$ cat config.mk
export PLATFORM = sky130hd
export DESIGN_NAME = boot_dl_seq
export DESIGN_NICKNAME = d
export VERILOG_FILES = /design/src/rtl/boot_dl_pkg.sv /design/src/rtl/bdl_fetch.sv /design/src/rtl/bdl_count.sv /design/src/rtl/bdl_hostbus.sv /design/src/rtl/boot_dl_seq.sv
export SDC_FILE = /design/constraint.sdc
export NUM_CORES = 1
export LEC_CHECK = 0
export BUFFER_PORTS_ARGS = -buffer_cell sky130_fd_sc_hd__clkbuf_2
export CAP_MARGIN = 20
export CORE_MARGIN = 3
export CORE_UTILIZATION = 45
export CTS_CLUSTER_DIAMETER = 60
export DETAILED_ROUTE_END_ITERATION = 6
export PLACE_DENSITY_LB_ADDON = 0.1
export SLEW_MARGIN = 20
export SYNTH_ARGS = -nofsm -noshare
export SYNTH_HDL_FRONTEND = slang
export SYNTH_SLANG_ARGS = --single-unit
$ cat constraint.sdc
create_clock -name clk -period 3.12 [get_ports clk]
set_input_delay 0.156 -clock clk [delete_from_list [all_inputs] [get_ports clk]]
set_output_delay 0.156 -clock clk [all_outputs]
set_load 0.01 [all_outputs]
$ cat src/rtl/boot_dl_pkg.sv
package boot_dl_pkg;
  localparam int WORD_W = 16;
  localparam int DADR_W = 15;
  localparam int LOC_W  = 2;

  localparam logic [LOC_W-1:0] LOC_DATA  = 2'd0;
  localparam logic [LOC_W-1:0] LOC_LATCH = 2'd2;

  typedef enum logic [3:0] {
    ST_IDLE, ST_CNT_RQ, ST_CNT_CP, ST_CNT_EV,
    ST_ADR_RQ, ST_ADR_CP, ST_ADR_WT, ST_ADR_WR,
    ST_DAT_RQ, ST_DAT_CP, ST_DAT_WT, ST_DAT_WR,
    ST_DAT_PS, ST_DONE
  } seq_state_t;

  // Destination address as written to the latch location: upper bits cleared.
  function automatic logic [WORD_W-1:0] latch_word(input logic [WORD_W-1:0] w);
    logic [WORD_W-1:0] m;
    m = '0;
    m[DADR_W-1:0] = w[DADR_W-1:0];
    return m;
  endfunction

  function automatic logic is_term(input logic [WORD_W-1:0] w,
                                   input logic [WORD_W-1:0] term);
    return w == term;
  endfunction
endpackage

$ cat src/rtl/bdl_fetch.sv
module bdl_fetch #(
  parameter int SRC_AW = 8,
  parameter int WORD_W = 16,
  parameter logic [SRC_AW-1:0] BASE = '0
) (
  input  logic              clk,
  input  logic              rst_n,
  input  logic              restart,
  input  logic              req,
  input  logic              cap,
  input  logic [WORD_W-1:0] rdata,
  output logic              rd_en,
  output logic [SRC_AW-1:0] addr,
  output logic [WORD_W-1:0] word_q
);
  logic [SRC_AW-1:0] ptr_q;

  always_ff @(posedge clk or negedge rst_n) begin
    if (!rst_n) begin
      ptr_q  <= BASE;
      word_q <= '0;
    end else begin
      if (restart)  ptr_q <= BASE;
      else if (req) ptr_q <= ptr_q + 1'b1;
      if (cap) word_q <= rdata;
    end
  end

  assign rd_en = req;
  assign addr  = ptr_q;

  // each fetch moves the pointer by one word
  a_r2_ptr_step: assert property (@(posedge clk) disable iff (!rst_n)
    (req && !restart) |=> (ptr_q == $past(ptr_q) + 1'b1));
endmodule

$ cat src/rtl/bdl_count.sv
module bdl_count #(
  parameter int CNT_W = 16
) (
  input  logic             clk,
  input  logic             rst_n,
  input  logic             load,
  input  logic [CNT_W-1:0] val,
  input  logic             dec,
  output logic             zero
);
  logic [CNT_W-1:0] rem_q;

  always_ff @(posedge clk or negedge rst_n) begin
    if (!rst_n)    rem_q <= '0;
    else if (load) rem_q <= val;
    else if (dec)  rem_q <= rem_q - 1'b1;
  end

  assign zero = (rem_q == '0);

  // never more data writes than the count allows
  a_r3_no_underflow: assert property (@(posedge clk) disable iff (!rst_n)
    dec |-> (rem_q != '0));
endmodule

$ cat src/rtl/bdl_hostbus.sv
module bdl_hostbus
  import boot_dl_pkg::*;
(
  input  logic              clk,
  input  logic              rst_n,
  input  logic              wr_latch,
  input  logic              wr_data,
  input  logic [WORD_W-1:0] word,
  input  logic              slave_busy,
  output logic              host_wr,
  output logic [LOC_W-1:0]  host_loc,
  output logic [WORD_W-1:0] host_wdata
);
  assign host_wr    = wr_latch | wr_data;
  assign host_loc   = wr_latch ? LOC_LATCH : LOC_DATA;
  assign host_wdata = wr_latch ? latch_word(word) : word;

  // no strobe into a busy slave
  a_r4_wr_idle: assert property (@(posedge clk) disable iff (!rst_n)
    host_wr |-> !slave_busy);
  // latch word has bit 15 clear
  a_r5_latch_b15: assert property (@(posedge clk) disable iff (!rst_n)
    (host_wr && host_loc == LOC_LATCH) |-> !host_wdata[WORD_W-1]);
  // strobe lasts one cycle
  a_r3_single_strobe: assert property (@(posedge clk) disable iff (!rst_n)
    host_wr |=> !host_wr);
endmodule

$ cat src/rtl/boot_dl_seq.sv
module boot_dl_seq
  import boot_dl_pkg::*;
#(
  parameter int SRC_AW = 8,
  parameter logic [15:0] TERM = 16'hFFFF
) (
  input  logic              clk,
  input  logic              rst_n,
  input  logic              start,
  output logic              done,
  output logic              src_rd_en,
  output logic [SRC_AW-1:0] src_addr,
  input  logic [15:0]       src_rdata,
  output logic              host_wr,
  output logic [1:0]        host_loc,
  output logic [15:0]       host_wdata,
  input  logic              slave_busy
);
  seq_state_t st_q, st_d;

  logic [WORD_W-1:0] word_q;
  logic cnt_zero;
  logic ev_restart, ev_req, ev_cap, ev_load, ev_dec, ev_wr_latch, ev_wr_data;

  assign ev_restart  = (st_q == ST_IDLE || st_q == ST_DONE) && start;
  assign ev_req      = (st_q == ST_CNT_RQ) || (st_q == ST_ADR_RQ) || (st_q == ST_DAT_RQ);
  assign ev_cap      = (st_q == ST_CNT_CP) || (st_q == ST_ADR_CP) || (st_q == ST_DAT_CP);
  assign ev_load     = (st_q == ST_CNT_EV) && !is_term(word_q, TERM);
  assign ev_wr_latch = (st_q == ST_ADR_WR);
  assign ev_wr_data  = (st_q == ST_DAT_WR);
  assign ev_dec      = ev_wr_data;

  always_comb begin
    st_d = st_q;
    unique case (st_q)
      ST_IDLE, ST_DONE: if (start) st_d = ST_CNT_RQ;
      ST_CNT_RQ: st_d = ST_CNT_CP;
      ST_CNT_CP: st_d = ST_CNT_EV;
      ST_CNT_EV: st_d = is_term(word_q, TERM) ? ST_DONE : ST_ADR_RQ;
      ST_ADR_RQ: st_d = ST_ADR_CP;
      ST_ADR_CP: st_d = ST_ADR_WT;
      ST_ADR_WT: begin
        if (cnt_zero)         st_d = ST_CNT_RQ;
        else if (!slave_busy) st_d = ST_ADR_WR;
      end
      ST_ADR_WR: st_d = ST_DAT_RQ;
      ST_DAT_RQ: st_d = ST_DAT_CP;
      ST_DAT_CP: st_d = ST_DAT_WT;
      ST_DAT_WT: if (!slave_busy) st_d = ST_DAT_WR;
      ST_DAT_WR: st_d = ST_DAT_PS;
      ST_DAT_PS: if (!slave_busy) st_d = cnt_zero ? ST_CNT_RQ : ST_DAT_RQ;
      default:   st_d = ST_IDLE;
    endcase
  end

  always_ff @(posedge clk or negedge rst_n) begin
    if (!rst_n) st_q <= ST_IDLE;
    else        st_q <= st_d;
  end

  assign done = (st_q == ST_DONE);

  bdl_fetch #(.SRC_AW(SRC_AW), .WORD_W(WORD_W), .BASE('0)) u_fetch (
    .clk(clk), .rst_n(rst_n), .restart(ev_restart), .req(ev_req), .cap(ev_cap),
    .rdata(src_rdata), .rd_en(src_rd_en), .addr(src_addr), .word_q(word_q)
  );

  bdl_count #(.CNT_W(WORD_W)) u_count (
    .clk(clk), .rst_n(rst_n), .load(ev_load), .val(word_q), .dec(ev_dec), .zero(cnt_zero)
  );

  bdl_hostbus u_bus (
    .clk(clk), .rst_n(rst_n), .wr_latch(ev_wr_latch), .wr_data(ev_wr_data),
    .word(word_q), .slave_busy(slave_busy),
    .host_wr(host_wr), .host_loc(host_loc), .host_wdata(host_wdata)
  );

  // done holds until start
  a_r7_done_hold: assert property (@(posedge clk) disable iff (!rst_n)
    (done && !start) |=> done);
  // nothing moves once finished
  a_r7_quiet_done: assert property (@(posedge clk) disable iff (!rst_n)
    done |-> (!src_rd_en && !host_wr));
  // a fetch after a data write only once the slave is seen idle
  a_r4_post_data: assert property (@(posedge clk) disable iff (!rst_n)
    (st_q == ST_DAT_PS && slave_busy) |=> !src_rd_en);
  // fetch and strobe never share a cycle
  a_r3_excl: assert property (@(posedge clk) disable iff (!rst_n)
    $onehot0({src_rd_en, host_wr}));
endmodule

* Yosys cells after proc, flatten, opt, wreduce, memory -nomap -nowiden *
Index checks and enable logic that the tools add are counted.

storage, ports and cells
  input port bits = 20
  word-level logic and storage cells = 53
  flip-flop bits (word level) = 44
  output and inout bits = 29

operators by class
  eq/ne operators = 18
  bitwise gates (word level) = 1
  multiplexer cells = 14
  add/subtract/negate cells = 2
  reduce and logical (&&, ||, !) cells = 14

operators with widths
  operator                                                                count
  4-bit one-hot mux with 13 select lines                                  1
  16-bit two-way mux                                                      3
  4-bit two-way mux                                                       7
  4-bit equality test (second input constant)                             6
  16-bit equality test (second input constant)                            1
  4-bit by 3-bit equality test with 1-bit output (second input constant)  4
  16-bit zero test                                                        1
  8-bit two-way mux                                                       2
  16-bit by 1-bit subtractor with 16-bit output (second input constant)   1
  8-bit by 1-bit adder with 8-bit output (second input constant)          1
  4-bit by 2-bit equality test with 1-bit output (second input constant)  2
  2-bit != test (second input constant)                                   3
  1-bit logical OR                                                        5
  4-bit by 1-bit equality test with 1-bit output (second input constant)  1
  4-bit zero test                                                         1
  4-bit AND reduction                                                     1
  2-bit nonzero test                                                      2
  3-bit != test (second input constant)                                   1
  1-bit logical AND                                                       2
  2-bit two-way mux                                                       1
  2-bit OR reduction                                                      1
  1-bit zero test                                                         1
  1-bit bitwise OR                                                        1

* Logic depth before layout (Yosys ltp) *
Gate-level depths: netlist of the first run.

  word-level depth = 5
  depth in mapped cells = 8
  mapped depth without buffers = 6

* Hierarchy *
From an unflattened synthesis of the first run, not the netlist that was laid out.

second synthesis, totals
  cells, all modules = 252
  area, all modules = 2581.2 µm²

by module, submodules not included
  module       cells an instance  times used  area an instance (µm²)  sequential area each (µm²)
  bdl_count    111                1           1028.5                  400.4
  bdl_fetch    72                 1           992.2                   600.6
  boot_dl_seq  49                 1           414.1                   100.1
  bdl_hostbus  20                 1           146.4                   0.0

* Least setup slack after synthesis of the first run *
OpenSTA, ideal clock, no wires.

  kind = flip-flop to flip-flop
  start = register u_count.rem_q[7]
  end = register st_q[3]
  required time = 2.986 ns
  arrival = 1.797 ns
  setup time = 0.134 ns
  cell stages (with the launch flop) = 6
  buffers on the path = 0
  setup slack = 1.189 ns
  period minus slack after synthesis = 1.931 ns
  cell sequence = dfrtp_1 > or4_4 > nor4b_4 > nand3_2 > a31oi_2 > a22oi_1

between the ends
  word-level cells in the longest chain between the ends = 4
  elaborated cells on any way between the ends = 7
  classes of those cells = eq/ne: 1; mux: 4; reduce/logical: 2

RTL lines
  what                                    RTL line           RTL
  start, declared                         bdl_count.sv:11    logic [CNT_W-1:0] rem_q;
  start signal, assigned                  bdl_count.sv:15    else if (load) rem_q <= val;
  start signal, assigned                  bdl_count.sv:16    else if (dec) rem_q <= rem_q - 1'b1;
  16-bit zero test (*)                    bdl_count.sv:19    assign zero = (rem_q == '0);
  4-bit two-way mux (2 in series)         boot_dl_seq.sv:51  ST_DAT_PS: if (!slave_busy) st_d = cnt_zero ? ST_CNT_RQ : ST_DAT_RQ;
  4-bit one-hot mux with 13 select lines  boot_dl_seq.sv:35  unique case (st_q)
  end signal, assigned                    boot_dl_seq.sv:58  else st_q <= st_d;
  end, declared                           boot_dl_seq.sv:19  seq_state_t st_q, st_d;

Every way passes the cells marked *; elsewhere a longest branch is shown, timed or not. The select of a mux whose other input is x is not followed.
A chain may end at the register's enable or synchronous reset.

* Worst setup path after layout of the first run *
  start = register u_count.rem_q[6]
  end = register u_count.rem_q[13]

between the ends
  word-level cells in the longest chain between the ends = 3

RTL lines
  what                                           RTL line
  16-bit by 1-bit subtractor with 16-bit output  bdl_count.sv:16
  16-bit two-way mux                             bdl_count.sv:16
  16-bit two-way mux                             bdl_count.sv:15

No other way between the ends. The select of a mux whose other input is x is not followed.

==> impl_results.md, run 1 <==
* Die Height at between 80 and 90 um
* Number of cells on the critical path at 5
* Clk Latency, worst-skew pair at about 0.29 ns
* Clock root cell: clkbuf_8
* Pin count of the biggest net entering global routing at 24
* Crit path max fanout at 4
* Setup Fix Bufs, Post-CTS at 0
* GP Congestion at 0.815
* Power Dens Cells at 1070 mW/mm2
* Initial DRT Pass Iterations at 4
* Critical path arrival at about 2.3 ns
* CTS buffer count at 5
* CP Cell Sequence: or4_4 -> nor4_1 -> nand2_1 -> xnor2_1 -> o21ai_0
* Number of I/O pins at 49
* DR WL/cell at 15.5 um
* Post-detail-place hpwl at 3970 um
* Clock Path Buffers at 2
* Critical path's top delay family: simple AND/OR/NAND/NOR gates
* Tcrit/Tclk final at 69.5%
* CTS tree: yes
* Setup TNS at 0 ns
* Fin. max-slew vios at 0
* Cell taking the most area after synthesis: dfrtp_1
* Slowest cell on the critical path: nor4_1
* Drt drc at 0
* Reg-to-reg slack, setup at between 0.9 and 1 ns
* Die ar. at 0.00640 mm2
* Remaining global-route overflow at 0
* Crit end category: flop
* Hold Crit Class: in2reg
* Iteration-0 DRC Markers at approximately 140
* Critical R2R Launch: u_count.rem_q[6]$_DFFE_PN0P_
* Yosys reg bits at 44
* WL final at 5450 um
* Share of the synthesized area in the top cell type at roughly 45%
* Critical Path RT at 3.28 ns
* Post-synthesis sequential area ratio at roughly 45%
* Worst r2r path cells at 5
* Int Pwr at roughly 1700 uW
* Site row count at 26
* Synth Net Count at approximately 270
* Fraction of power spent switching nets at about two fifths
* Comb pwr share at 43.2%
* Synth area leaders: dfrtp_1 45%, mux2_2 7.3%, buf_4 5.2%
* Crit path buf inv count at 0
* # nets final at 303
* Max Cap Viol at 0
* Final setup viols at 0
* Leakage at about 0.0013 uW
* Most frequent cells after synthesis: 44 x dfrtp_1, 21 x nor2_1, 19 x nand2_1, 17 x buf_4, 16 x mux2_2
* Min Hold Slack at ~0.09 ns
* Worst setup path category: reg2reg
* Top-count cell post-synth: dfrtp_1
* RSZ-0062 raised after global routing: false
* Worst setup SP type: flop
* Layout Utilization at between 50% and 60%
* CTS H-tree lvls at 2
* Synth Flop Type: dfrtp_1
* Netlist cell types at 47
* Total number of vias at 1,939
* Final Critical Period at about 2.2 ns
* Worst setup endpoint: u_count.rem_q[13]$_DFFE_PN0P_
* Hold Violations, Final at 0
* Syn Area/Cell at 9.86 um2
* Post-Layout Cell Count at 351
* Peak Freq at 0.461 GHz
* Post-Route Skew at about 0.0035 ns
* Yosys synthesis warning count at 0
* Initial Utilization at 47.4%
* Clk sink count at 44
* Cell area after synthesis at approximately 0.0025 mm2
* Clock Power Share at 15.5%
* First-pass GRT wire length at a little over 9000 um
* Worst Max-Slew Pin Slew at slightly below 0.7 ns
* Chip width at roughly 80 um
* Synthesis-to-finish area growth at 12.4%
* Peak supply drop at about 520 uV
* Max incr delay on CP at roughly 0.60 ns
* Cell count after synthesis at 250
* FF-to-FF End: u_count.rem_q[13]$_DFFE_PN0P_
* DR vias/cell at 5.52
* Vias in the first global route at about 1,800
* # port buffers at 47
* Fraction of registers with async set/reset at 100%
* Clock Pin Slew Worst Setup and Hold Paths at 0.09 ns
* Placed cells at 342
* Share of cells above drive strength 1 at 28.8%
* Core footprint at between 0.005 and 0.006 mm2
* Inserted Diodes at 0
* Switching power at 1240 uW
* Initial antenna violation count at 0
* Headroom to the max-slew limit at between 50% and 60%
* Status: finished, final reports clean
* Post-DRT Antenna Nets at 0
* Worst setup path startpoint: u_count.rem_q[6]$_DFFE_PN0P_
* Number of synthesized flops with an enable pin at 0
* Fill cell count at between 400 and 500
* Sequential Power Share at roughly two fifths
* GRT Resource Usage Total at a little under a fifth
## power by group through the flow
stage	Sequential (uW)	Combinational, uW	Clock [uW]
after detailed placement	1230	1290	0
after floorplan	1080	1160	0
after global placement	1230	1270	0
after CTS	1220	1290	473
after global routing	1280	1440	500
final	1220	1280	460
## worst min-delay path by stage
stage / startpoint / cells after the start / end / slack (ns)
after CTS: src_rdata[2] / 2 / u_fetch.word_q[2]$_DFFE_PN0P_ / 0.08
after global routing: src_rdata[5] / 2 / u_fetch.word_q[5]$_DFFE_PN0P_ / 0.08
after floorplan: rst_n / 0 / st_q[0]$_DFFE_PN0P_ / -0.14
final: src_rdata[2] / 2 / u_fetch.word_q[2]$_DFFE_PN0P_ / 0.09
after detailed placement: rst_n / 1 / st_q[1]$_DFFE_PN0P_ / 0.18
after global placement: rst_n / 1 / st_q[1]$_DFFE_PN0P_ / 0.19
## cells by family (layout without fill, tap and decap cells)
kind of cell / after synthesis / after routing / synth area share, %
AO/OA/AOI/OAI: 53 / 53 / 15.0
XOR/XNOR: 11 / 11 / 3.91
adder cells (fa/ha/maj): 3 / 3 / 1.52
buffers and inverters: 36 / 67 / 8.32
flip-flops: 44 / 44 / 44.6
multiplexers: 17 / 17 / 7.71
other: 1 / 1 / 0.152
AND/OR/NAND/NOR: 85 / 85 / 18.7
## what timing repair did
action	in CTS	in global routing
hold buffers	1	0
endpoints found under the hold margin	21	0
resized for setup	0	0
## state kept, by name, indices dropped and copies added, names as in the netlist
signal	flops
st_q	4
u_count.rem_q	16
u_fetch.addr	8
u_fetch.word_q	16
## placed cells by master (no fill, tap or decap), drive strengths merged, types with 3 or more instances in the layout
| cell type | Yosys | final |
|---|---|---|
| nor3 | 4 | 4 |
| xnor2 | 4 | 4 |
| a32oi | 4 | 4 |
| nand2 | 19 | 19 |
| nor4 | 4 | 4 |
| o21ai | 13 | 13 |
| buf | 22 | 4 |
| and3 | 5 | 5 |
| nand2b | 3 | 3 |
| nor2 | 21 | 21 |
| dfrtp | 44 | 44 |
| or4 | 3 | 3 |
| o211ai | 5 | 5 |
| xor2 | 7 | 7 |
| inv | 7 | 7 |
| ha | 3 | 3 |
| a21oi | 12 | 12 |
| nand4 | 10 | 10 |
| mux2 | 16 | 16 |
| clkbuf | 7 | 53 |
| nand3 | 8 | 8 |
| a22oi | 3 | 3 |
## through the flow
stage	cell area, um2	setup WS, ns	power (uW)
3_5_place_dp	2640	0.971	2510
6_report	2770	0.952	2960
4_1_cts	2770	0.967	2990
2_1_floorplan	2470	1.19	2240
5_1_grt	2770	0.786	3220
3_3_place_gp	2640	0.948	2500
## area by class of cell
cell class | count | area, um2 | share of cell area, %
multi-input combinational | 170 | 1160 | 41.9
sequential | 44 | 1100 | 39.7
timing repair buffer | 52 | 275 | 9.93
tap | 70 | 87.6 | 3.16
clock buffer | 6 | 82.6 | 2.98
clock inverter | 2 | 38.8 | 1.40
inverter | 7 | 26.3 | 0.948
## metal layers
metal	vias to the layer above	track usage [%]	wire length, um
met4	0	4.05	30
met3	4	4.63	302
met1	928	28.3	2740
met2	51	25.7	2380
li1	956	-	-
met5	-	0	0
Power figures use the tool's default switching activity.
==> run 2, diff against run 1 <==
==> constraint.sdc (replaced) <==
create_clock -name clk -period 2.1 [get_ports clk]
set_input_delay 0.105 -clock clk [delete_from_list [all_inputs] [get_ports clk]]
set_output_delay 0.105 -clock clk [all_outputs]
set_load 0.01 [all_outputs]
==> impl_results.md, run 2 (synthesis gave the netlist of run 1 again) <==
* Power Dens Cells at 1590 mW/mm2 (+49%)
* Inserted Diodes at 0 (unchanged)
* FF-to-FF End: u_count.rem_q[14]$_DFFE_PN0P_
* Number of I/O pins at 49 (unchanged)
* Worst r2r path cells at 6 (+1)
* Pin count of the biggest net entering global routing at 24 (unchanged)
* Post-Route Skew at 0.00512 ns (+0.00162 ns)
* Post-DRT Antenna Nets at 0 (unchanged)
* Register Area at 0.00110 mm2 (unchanged)
* Status: finished, final reports clean
* GRT Resource Usage Total at 20.0% (+1.6 points)
* Tcrit/Tclk final at 97.2% (+28 points)
* Peak supply drop at 970 uV (+86%)
* Total number of vias at 2,028 (+4.6%)
* Vias in the first global route at 1,960 (+6.6%)
* Critical path arrival at 2.23 ns (-0.10 ns)
* Most Crowded Layer GR: met1
* Final Instance Area at 0.00295 mm2 (+6.4%)
* CTS tree: yes
* Worst setup margin at 0.0580 ns (-0.894 ns)
* CTS H-tree lvls at 2 (unchanged)
* Hold Crit Class: in2reg
* Max Cap Viol at 0 (unchanged)
* Drt drc at 0 (unchanged)
* Worst hold path startpoint: src_rdata[2]
* CTS buffer count at 5 (unchanged)
* Iteration-0 DRC Markers at 196 (+43%)
* Layout Utilization at 56.7% (+3.4 points)
* Site row count at 26 (unchanged)
* WL final at 5800 um (+6.5%)
* First-pass GRT wire length at 9870 um (+7.8%)
* Hold path endpoint: u_fetch.word_q[2]$_DFFE_PN0P_
* Share of cells above drive strength 1 at 34.0% (+5.2 points)
* Dpl ws at 0.139 ns (-0.832 ns)
* Crit end category: flop
* Crit path max fanout at 7 (+3)
* Peak Freq at 0.490 GHz (+6.2%)
* CP Cell Sequence: or4_4 -> nor4b_4 -> buf_4 -> a41oi_1 -> o21ai_0 -> nand2_1
* Initial Utilization at 47.4% (unchanged)
* Reg-to-reg slack, setup at 0.06 ns (-0.89 ns)
* Synthesis-to-finish area growth at 19.6%
* WHS Path Cells at 2 (unchanged)
* Clock root cell: clkbuf_8
* Chip width at 80.0 um (unchanged)
* Final Critical Period at 2.04 ns (-0.126 ns)
* Fill cell count at 478 (-4.2%)
* GR Layer Usage met3 at 4.85% (+0.23 points)
* Clk sink count at 44 (unchanged)
* Leakage at 0.00137 uW (+8.4%)
* GR met2 Demand/Resource at 29.0% (+3.3 points)
* Headroom to the max-slew limit at 60.3% (+6.6 points)
* Fin. max-slew vios at 0 (unchanged)
* DR vias/cell at 5.44 (-1.6%)
* Initial DRT Pass Iterations at 4 (unchanged)
* Post-detail-place hpwl at 4270 um (+7.6%)
* Critical Path RT at 2.29 ns (-0.99 ns)
* Multi-input gate area at 0.00118 mm2 (+1.5%)
* Max incr delay on CP at 0.58 ns (-0.02 ns)
* Clock Pin Slew Worst Setup and Hold Paths at 0.09 ns (about the same)
* Die ar. at 0.00640 mm2 (unchanged)
* # port buffers at 47 (unchanged)
* Worst Max-Slew Pin Slew at 0.591 ns (-0.0970 ns)
* Hold Violations, Final at 0 (unchanged)
* Clk Latency, worst-skew pair at 0.30 ns (about the same)
* Remaining global-route overflow at 0 (unchanged)
* Critical R2R Launch: u_count.rem_q[7]$_DFFE_PN0P_
* Placed inst area at 0.00281 mm2 (+6.3%)
* Commonest non-fill, non-tap cells in the layout: 47 x clkbuf_2, 44 x dfrtp_1, 26 x buf_4
* Met1 usage at 29.4% (+1.1 points)
* Slowest cell on the critical path: or4_4
* Die Height at 80.0 um (unchanged)
* Worst setup path category: reg2reg
* Final setup viols at 0 (unchanged)
* GP Congestion at 0.910 (+12%)
* Worst setup SP type: flop
* Setup TNS at 0 ns (unchanged)
* Initial antenna violation count at 0 (unchanged)
* Most common cell after layout, fill and taps aside: clkbuf_2
* Clock Path Buffers at 2 (unchanged)
* Power Total at 4700 uW (+59%)
* # nets final at 325 (+7.3%)
* DR WL/cell at 15.6 um (+0.22%)
* Core footprint at 0.00520 mm2 (unchanged)
-- run 2: changes by cell type in the layout (fill, tap and decap cells not counted) --
| cell | previous run | this run |
|---|---|---|
| a31oi_2 | 1 | 0 |
| nor4_2 | 1 | 0 |
| clkinv_4 | 1 | 2 |
| buf_4 | 4 | 26 |
| nor4_4 | 0 | 1 |
| a31oi_4 | 0 | 1 |
| clkbuf_8 | 6 | 5 |
-- run 2: stage by stage --
step	cells	hold WS [ns]
global placement	364	-0.000470
floorplan	250	-0.191
detailed placement	364	-0.00131
global route	373	0.0206
finish	373	0.0305
CTS	373	0.0278
-- run 2: timing repair --
| item | CTS | global route |
|---|---|---|
| setup endpoints to repair | 0 | 3 |
| hold endpoints to repair | 21 | 0 |
| resized for setup | 0 | 2 |
| setup buffers | 0 | 0 |
| hold buffers | 1 | 0 |
-- run 2: cell type report --
type / count / share of cell area (%)
well taps: 70 / 2.97
inverters: 7 / 0.891
repair buffers: 74 / 14.9
clock inverters: 3 / 1.61
flip-flops and latches: 44 / 37.3
multi-input cells: 170 / 39.9
clock buffers: 5 / 2.33
-- run 2: worst max path at each step --
| stage | depth (start not counted) | slack (ns) | startpoint | end |
|---|---|---|---|---|
| global placement | 5 | 0.14 | u_count.rem_q[7]$_DFFE_PN0P_ | st_q[3]$_DFFE_PN0P_ |
| global route | 6 | -0.01 | u_count.rem_q[7]$_DFFE_PN0P_ | u_count.rem_q[12]$_DFFE_PN0P_ |
| finish | 6 | 0.06 | u_count.rem_q[7]$_DFFE_PN0P_ | u_count.rem_q[14]$_DFFE_PN0P_ |
| CTS | 6 | 0.11 | u_count.rem_q[7]$_DFFE_PN0P_ | u_count.rem_q[14]$_DFFE_PN0P_ |
| floorplan | 5 | 0.17 | u_count.rem_q[7]$_DFFE_PN0P_ | st_q[3]$_DFFE_PN0P_ |
| detailed placement | 5 | 0.14 | u_count.rem_q[7]$_DFFE_PN0P_ | st_q[3]$_DFFE_PN0P_ |
-- run 2: critical path: cells and delay by family (launching register included) --
kind | cells | cell delay (ns)
AO/OA/AOI/OAI | 2 | 0.28
AND/OR/NAND/NOR | 3 | 1.02
buffers and inverters | 1 | 0.21
flip-flops | 1 | 0.41
-- run 2: power by group --
part           internal [uW]  switching [uW]
registers               1260             359
clock network            359             308
logic                   1140            1280
-- run 2: routing by layer --
layer | routed length [um] | vias to the layer above
met5 | 0 | -
met4 | 73 | 0
met3 | 374 | 5
met2 | 2560 | 58
met1 | 2800 | 972
li1 | - | 993
==> run 3, diff against run 2 <==
--- a/config.mk
+++ b/config.mk
@@ -12,6 +12,7 @@
 export CTS_CLUSTER_DIAMETER = 60
 export DETAILED_ROUTE_END_ITERATION = 6
 export PLACE_DENSITY_LB_ADDON = 0.1
+export SETUP_SLACK_MARGIN = 0.2
 export SLEW_MARGIN = 20
 export SYNTH_ARGS = -nofsm -noshare
 export SYNTH_HDL_FRONTEND = slang
==> impl_results.md, run 3 (synthesis gave the netlist of run 1 again) <==
* Post-DRT Antenna Nets at 0 (unchanged)
* Site row count at 26 (unchanged)
* Clock Pin Slew Worst Setup and Hold Paths at 0.09 ns (about the same)
* Fill cell count at 475 (-0.63%)
* RSZ-0062 raised after global routing: true
* Post-detail-place hpwl at 4360 um (+2.1%)
* Initial DRT Pass Iterations at 4 (unchanged)
* CP Cell Sequence: or4_4 -> nor4b_4 -> nand3_2 -> a31oi_4 -> a22oi_1
* Critical Path RT at 2.27 ns (-0.02 ns)
* Min Hold Slack at 0.0400 ns (+0.00953 ns)
* Initial Utilization at 47.4% (unchanged)
* Worst setup margin at 0.131 ns (+0.0731 ns)
* Peak supply drop at 759 uV (-22%)
* # nets final at 338 (+4.0%)
* Clk Latency, worst-skew pair at 0.29 ns (about the same)
* Pin count of the biggest net entering global routing at 28 (+17%)
* Max Cap Viol at 0 (unchanged)
* Worst setup SP type: flop
* # port buffers at 47 (unchanged)
* Clock Path Buffers at 2 (unchanged)
* Critical path arrival at 2.14 ns (-0.09 ns)
* Final Instance Area at 0.00304 mm2 (+2.9%)
* GP Congestion at 0.834 (-8.4%)
* Register Area at 0.00110 mm2 (unchanged)
* DR vias/cell at 5.32 (-2.1%)
* Clock root cell: clkbuf_8
* Crit path buf inv count at 0 (-1)
* Fin. max-slew vios at 0 (unchanged)
* Tcrit/Tclk final at 93.8% (-3.5 points)
* Chip width at 80.0 um (unchanged)
* Worst Max-Slew Pin Slew at 0.691 ns (+0.100 ns)
* WL final at 5900 um (+1.7%)
* Status: finished, final reports clean
* CTS H-tree lvls at 2 (unchanged)
* Die Height at 80.0 um (unchanged)
* Power Dens Cells at 1570 mW/mm2 (-1.3%)
* Post-Route Skew at 0.00594 ns (+0.000820 ns)
* CTS tree: yes
* Total number of vias at 2,054 (+1.3%)
* Share of cells above drive strength 1 at 37.3% (+3.3 points)
* Remaining global-route overflow at 0 (unchanged)
* Iteration-0 DRC Markers at 168 (-14%)
* Dpl ws at 0.113 ns (-0.0260 ns)
* Core footprint at 0.00520 mm2 (unchanged)
* Max incr delay on CP at 0.57 ns (about the same)
* Inserted Diodes at 0 (unchanged)
* Placed inst area at 0.00286 mm2 (+1.9%)
* Slowest cell on the critical path: or4_4
* Leakage at 0.00142 uW (+3.7%)
* Final setup viols at 0 (unchanged)
* Multi-input gate area at 0.00119 mm2 (+0.96%)
* Worst setup path category: reg2reg
* DR WL/cell at 15.3 um (-1.7%)
* Final Critical Period at 1.97 ns (-0.0731 ns)
* GRT Resource Usage Total at 20.1% (+0.16 points)
* Hold Crit Class: in2reg
* Most common cell after layout, fill and taps aside: clkbuf_2
* Setup TNS at 0 ns (unchanged)
* Clk sink count at 44 (unchanged)
* Crit end category: flop
* CTS buffer count at 5 (unchanged)
* Headroom to the max-slew limit at 53.6% (-6.7 points)
* Hold Violations, Final at 0 (unchanged)
* Crit path max fanout at 4 (-3)
* Number of I/O pins at 49 (unchanged)
* First-pass GRT wire length at 9850 um (-0.21%)
* Synthesis-to-finish area growth at 23.1%
* Drt drc at 0 (unchanged)
* Commonest non-fill, non-tap cells in the layout: 47 x clkbuf_2, 44 x dfrtp_1, 39 x buf_4
* Critical path's top delay family: simple AND/OR/NAND/NOR gates
* Vias in the first global route at 1,978 (+0.92%)
* Die ar. at 0.00640 mm2 (unchanged)
* Peak Freq at 0.508 GHz (+3.7%)
* Initial antenna violation count at 0 (unchanged)
==> run 3: cell count changes in the layout (fill, tap and decap cells not counted), moves of 2 or more <==
cell      previous run  this run
o21ai_1              0         4
buf_4               26        39
o21ai_0             13         9
clkinv_4             2         0
==> run 3: path summary, 6_finish.rpt <==
| kind | endpoint | depth (start not counted) | slack [ns] | startpoint |
|---|---|---|---|---|
| worst min register to register | u_count.rem_q[14]$_DFFE_PN0P_ | 2 | 0.50 | u_count.rem_q[14]$_DFFE_PN0P_ |
| min in group asynchronous | u_count.rem_q[10]$_DFFE_PN0P_ | 2 | 0.29 | rst_n |
| max in group asynchronous | u_fetch.word_q[2]$_DFFE_PN0P_ | 3 | 1.07 | rst_n |
| worst max register to register | st_q[3]$_DFFE_PN0P_ | 5 | 0.13 | u_count.rem_q[7]$_DFFE_PN0P_ |
| worst max-delay path | st_q[3]$_DFFE_PN0P_ | 5 | 0.13 | u_count.rem_q[7]$_DFFE_PN0P_ |
| worst min-delay path | u_fetch.word_q[14]$_DFFE_PN0P_ | 2 | 0.04 | src_rdata[14] |
==> run 3: stage by stage <==
| stage | instances | utilization, % | total power (uW) |
|---|---|---|---|
| floorplan | 250 | - | 3330 |
| global placement | 370 | 54.9 | 4120 |
| detailed placement | 370 | 54.9 | 4130 |
| CTS | 384 | 57.9 | 4780 |
| global route | 386 | 58.3 | 5170 |
| finish | 386 | 58.3 | 4780 |
==> run 3: final cells by class <==
cell class / count / area share, %
clock buffer: 7 / 2.84
clock inverter: 1 / 0.247
inverter: 7 / 0.866
multi-input combinational: 170 / 39.2
sequential: 44 / 36.3
tap: 70 / 2.89
timing repair buffer: 87 / 17.7
==> run 3: worst reg2reg max path, delay by kind of cell (launching register included) <==
| family | cells | cell delay (ns) |
|---|---|---|
| AND/OR/NAND/NOR | 3 | 1.16 |
| flip-flops | 1 | 0.39 |
| AO/OA/AOI/OAI | 2 | 0.32 |
==> run 3: what timing repair did <==
item,4_1_cts,5_1_grt
gates cloned,0,0
pin swaps,4,4
endpoints found under the setup margin,11,12
hold buffers,1,0
resized for setup,3,5
endpoints found under the hold margin,17,0
setup buffers,5,2
==> run 3: per-layer routing <==
layer	wire length, um	up-vias	track usage, %	share of wire (%)
met2	2550	70	28.6	43
met4	26	0	5.07	0.44
met3	360	2	3.61	6.1
li1	-	1024	-	-
met1	2960	958	31.2	50
met5	0	-	0	0
==> run 3: power by group <==
group / internal (uW) / leakage [uW] / switching, uW
clock network: 268 / 0.0000445 / 288
logic: 1270 / 0.000840 / 1360
registers: 1260 / 0.000539 / 326
total: 2800 / 0.00142 / 1980
